`config.mk`:
```
export PLATFORM = sky130hd
export DESIGN_NAME = pwm_timebase_gld
export DESIGN_NICKNAME = d
export VERILOG_FILES = /design/src/rtl/pwm_tb_pkg.sv /design/src/rtl/pwm_tb_datapath.sv /design/src/rtl/pwm_tb_control.sv /design/src/rtl/pwm_timebase_gld.sv
export SDC_FILE = /design/constraint.sdc
export NUM_CORES = 1
export LEC_CHECK = 0
export ABC_CLOCK_PERIOD_IN_PS = 5100
export BUFFER_PORTS_ARGS = -buffer_cell sky130_fd_sc_hd__buf_2
export CORE_MARGIN = 8
export CORE_UTILIZATION = 51
export CTS_CLUSTER_SIZE = 28
export DETAILED_ROUTE_END_ITERATION = 10
export GPL_TIMING_DRIVEN = 0
export PLACE_DENSITY = 0.87
export SLEW_MARGIN = 20
export SYNTH_ARGS = -nofsm -noshare
export SYNTH_HDL_FRONTEND = slang
export SYNTH_SLANG_ARGS = --single-unit
export TNS_END_PERCENT = 1
```
`constraint.sdc`:
```
create_clock -name clk -period 5.1 [get_ports clk]
set_input_delay 0.255 -clock clk [delete_from_list [all_inputs] [get_ports clk]]
set_output_delay 0.255 -clock clk [all_outputs]
set_load 0.005 [all_outputs]
```
`src/rtl/pwm_tb_pkg.sv`:
```
package pwm_tb_pkg;

  typedef struct packed {
    logic clear;
    logic loadPhase;
  } tbStrobe_t;

  typedef enum logic [1:0] {
    LOAD_ON_ZERO   = 2'd0,
    LOAD_ON_PERIOD = 2'd1,
    LOAD_ON_EITHER = 2'd2,
    LOAD_ON_ANY    = 2'd3
  } loadSel_e;

endpackage

```
`src/rtl/pwm_tb_datapath.sv`:
```
module pwm_tb_datapath
  import pwm_tb_pkg::*;
#(
  parameter int CNT_W = 16
) (
  input  logic             clk,
  input  tbStrobe_t        strobe,
  input  logic [CNT_W-1:0] periodVal,
  input  logic [CNT_W-1:0] phaseVal,
  output logic [CNT_W-1:0] cntOut,
  output logic             zeroFlag,
  output logic             periodFlag
);

  localparam logic [CNT_W-1:0] CNT_ONE = {{(CNT_W-1){1'b0}}, 1'b1};

  logic [CNT_W-1:0] cntReg;
  logic             liveReg;

  always_ff @(posedge clk) begin
    if (strobe.clear) begin
      cntReg  <= '0;
      liveReg <= 1'b0;
    end else begin
      liveReg <= 1'b1;
      if (strobe.loadPhase)
        cntReg <= phaseVal;
      else if (cntReg >= periodVal)
        cntReg <= '0;
      else
        cntReg <= cntReg + CNT_ONE;
    end
  end

  assign cntOut     = cntReg;
  assign zeroFlag   = liveReg && (cntReg == '0);
  assign periodFlag = liveReg && (cntReg == periodVal);

endmodule

```
`src/rtl/pwm_tb_control.sv`:
```
module pwm_tb_control
  import pwm_tb_pkg::*;
(
  input  logic      clk,
  input  logic      rst,
  input  logic      syncIn,
  input  logic      phaseEn,
  input  logic      armWrite,
  input  logic [1:0] loadMode,
  input  logic      zeroFlag,
  input  logic      periodFlag,
  output tbStrobe_t strobe,
  output logic      gldPulse
);

  logic armed;
  logic eventHit;
  logic fireNow;
  loadSel_e modeSel;

  assign modeSel = loadSel_e'(loadMode);

  always_comb begin
    strobe.clear     = rst;
    strobe.loadPhase = phaseEn && syncIn;
  end

  always_comb begin
    unique case (modeSel)
      LOAD_ON_ZERO:   eventHit = zeroFlag;
      LOAD_ON_PERIOD: eventHit = periodFlag;
      default:        eventHit = zeroFlag || periodFlag;
    endcase
  end

  assign fireNow = eventHit && (armed || armWrite);

  always_ff @(posedge clk) begin
    if (rst) begin
      armed    <= 1'b0;
      gldPulse <= 1'b0;
    end else begin
      gldPulse <= fireNow;
      if (fireNow)
        armed <= 1'b0;
      else if (armWrite)
        armed <= 1'b1;
    end
  end

endmodule

```
`src/rtl/pwm_timebase_gld.sv`:
```
module pwm_timebase_gld
  import pwm_tb_pkg::*;
#(
  parameter int CNT_W = 16
) (
  input  logic             clk,
  input  logic             rst,
  input  logic [CNT_W-1:0] periodVal,
  input  logic [CNT_W-1:0] phaseVal,
  input  logic             phaseEn,
  input  logic             syncIn,
  input  logic [1:0]       loadMode,
  input  logic             armWrite,
  output logic [CNT_W-1:0] cntOut,
  output logic             zeroFlag,
  output logic             periodFlag,
  output logic             gldPulse
);

  tbStrobe_t strobe;

  pwm_tb_control u_ctrl (
    .clk        (clk),
    .rst        (rst),
    .syncIn     (syncIn),
    .phaseEn    (phaseEn),
    .armWrite   (armWrite),
    .loadMode   (loadMode),
    .zeroFlag   (zeroFlag),
    .periodFlag (periodFlag),
    .strobe     (strobe),
    .gldPulse   (gldPulse)
  );

  pwm_tb_datapath #(.CNT_W(CNT_W)) u_dp (
    .clk        (clk),
    .strobe     (strobe),
    .periodVal  (periodVal),
    .phaseVal   (phaseVal),
    .cntOut     (cntOut),
    .zeroFlag   (zeroFlag),
    .periodFlag (periodFlag)
  );

endmodule

```
==> results.py <==
metrics = {
    "logic_synthesis": {
        "yosysMostFrequentCell": "nand2_1",
        "ys.flop_type": "dfxtp_1",
        "yosysSeqAreaShare": 0.282,
        "synth-edff-count": 0,
        "synth_nets": 225,
        "yosys.area.top_type_share": 0.282,
        "synth_largest_area_cell": "dfxtp_1",
        "netlist_area_mm2": 0.00135,
        "synth_area_per_cell_um2": 8.04,
        "synth_warnings": 0,
        "synthTopCellsByCount": "26 x nand2_1, 23 x inv_1, 19 x dfxtp_1",
        "synthCells": 168,
        "async_reset_ff_frac": 0,
        "synth.area.top_cells": "dfxtp_1 28%, ha_1 17%, nand2_1 7.2%",
        "synth_seq_cells": 19,
        "ys_types": 28,
    },
    "timing": {
        "setup_viol": 0,
        "final.setup.worst_slack_ns": 2.88,
        "fin_crit_ns": 2.22,
        "finalHoldViolCount": 0,
        "clock_skew_ns": 0.00337,
        "relSlewSlack": 0.659,
        "period_share": 0.436,
        "tns_ns": 0,
        "slew_violations": 0,
        "fmax_mhz": 450,
        "grt_setup_unrepaired": "false",
        "worst_pin_slew_ns": 0.511,
    },
    "routing": {
        "drc": 0,
        "wl_um": 3480,
        "drt_iter0_markers": 45,
        "vias": 1382,
        "ant_nets": 0,
        "wire_per_inst_um": 13.4,
        "dr.pass1.iters": 4,
        "vias_per_cell": 5.34,
    },
    "clock_tree": {
        "post_cts_buffers": 0,
        "clock_sinks": 19,
        "cts_tree": "yes",
        "ctsResizeCount": 0,
        "root_buffer": "clkbuf_4",
        "numCtsBuffers": 3,
        "clk_latency_ns": 0.30,
        "clockBufferDepth": 2,
        "cts_hold_buffers": 0,
        "clk_pin_slew_ns": 0.10,
        "htreeDepth": 1,
    },
    "place": {
        "port_buffers": 57,
        "pre_cts_ws_ns": 2.92,
        "gp_routability_congestion": 0.782,
        "hpwl_um": 2840,
        "dp.cells": 255,
    },
    "setup_path": {
        "crit_required_ns": 4.85,
        "worst_ep_arrival_time_ns": 1.97,
        "ff2ff_setup_slack_ns": 2.89,
        "crit_type": "register to output port",
        "cp-start-kind": "register",
        "worstPathMaxFanout": 7,
        "cp-end-kind": "output port",
    },
    "die": {
        "die_area_mm2": 0.00455,
        "die_y_um": 67.5,
        "design.core.area_mm2": 0.00250,
        "rows": 18,
        "io_pins": 58,
        "start_util": 0.540,
        "die_w_um": 67.5,
    },
    "grt": {
        "globalRoute.totalOverflow": 0,
        "grt_max_degree": 11,
        "gr-usage-all-layers": 0.157,
        "grt_antenna_before_repair": 0,
        "grt_pass1_wl_um": 5710,
        "grt_pass1_vias": 1404,
    },
    "flow_run": {
        "maxCapViolCount": 0,
    },
    "hold_path": {
        "min_path_type": "primary input to register",
    },
    "power": {
        "power_density_mw_per_mm2": 195,
        "report.power.total_uw": 331,
        "p_sw_uw": 100,
        "leakage_uw": 0.000855,
        "peakVddDrop_v": 0.000154,
        "p_sw_frac": 0.303,
        "p_int_uw": 231,
        "sequentialPowerShare": 0.516,
        "combPwrFrac": 0.254,
        "p_clk_frac": 0.230,
    },
    "cells_and_area": {
        "drive_gt1_frac": 0.323,
        "syn2layout_area_growth_pct": 25.9,
        "nFillCells": 214,
        "fin_nets": 287,
        "antenna_cells": 0,
        "final_cell_count_no_fill": 259,
    },
    "status": {
        "status": "finished, final reports clean",
    },
}
power by group through the flow:
stage | Clock [µW] | Sequential (µW) | Combinational (µW)
floorplan | 0 | 172 | 48.8
global placement | 0 | 174 | 81.2
detailed placement | 0 | 174 | 83.9
CTS | 78.1 | 171 | 84.5
global route | 82.6 | 172 | 95.8
finish | 76.0 | 171 | 84.0
worst max-delay path, cell delays in order (launching register included):
cell     delay, ns
dfxtp_1       0.40
ha_1          0.36
nand4_1       0.19
nor4_1        0.42
nand2_1       0.14
inv_1         0.07
buf_2         0.10
through the flow:
stage / utilization / instance area, µm² / hold WS [ns]
2_1_floorplan: - / 1350 / 0.325
3_3_place_gp: 0.669 / 1670 / 0.452
3_5_place_dp: 0.669 / 1670 / 0.456
4_1_cts: 0.680 / 1700 / 0.142
5_1_grt: 0.680 / 1700 / 0.148
6_report: 0.680 / 1700 / 0.149
layer usage:
metal / share of wire / GRT usage
met1: 0.44 / 0.184
met2: 0.46 / 0.268
met3: 0.079 / 0.0248
met4: 0.021 / 0.0862
met5: 0 / 0
final timing paths:
path,start,to,cells past startpoint
max,u_dp.cntOut[11],periodFlag,6
min,phaseVal[7],u_dp.cntOut[7],3
max reg2reg,u_dp.cntOut[11],u_dp.cntOut[9],8
min reg2reg,u_dp.cntOut[0],u_dp.cntOut[0],1
logic make-up after synthesis:
logic type,share of synthesized area
buffers and inverters,0.0788
XOR/XNOR,0.0908
AO/OA/AOI/OAI,0.166
flip-flops,0.282
adder cells (fa/ha/maj),0.167
AND/OR/NAND/NOR,0.216
area by class of cell:
cell class / count / area (µm²) / share of cell area
Tap cell: 30 / 37.5 / 0.0221
Timing Repair Buffer: 57 / 285 / 0.168
Sequential cell: 19 / 380 / 0.224
Buffer: 3 / 20.0 / 0.0118
Multi-Input combinational cell: 123 / 863 / 0.508
Inverter: 23 / 86.3 / 0.0508
Clock buffer: 4 / 26.3 / 0.0155
placed cells by master, fill, tap and decap left out, types with 6 or more instances in the layout:
cell and n:
buf_2 58, nand2_1 26, inv_1 23, dfxtp_1 19, ha_1 18, o21ai_2 10
o21ai_0 9, nor2_1 7, xor2_1 7, xnor2_1 7, nand4_1 6, a21oi_1 6
registers in the layout, indices dropped and copies added, names as in the netlist:
register / flops
u_ctrl.armed: 1
u_ctrl.gldPulse: 1
u_dp.cntOut: 16
u_dp.liveReg: 1
Power figures use the tool's default switching activity.
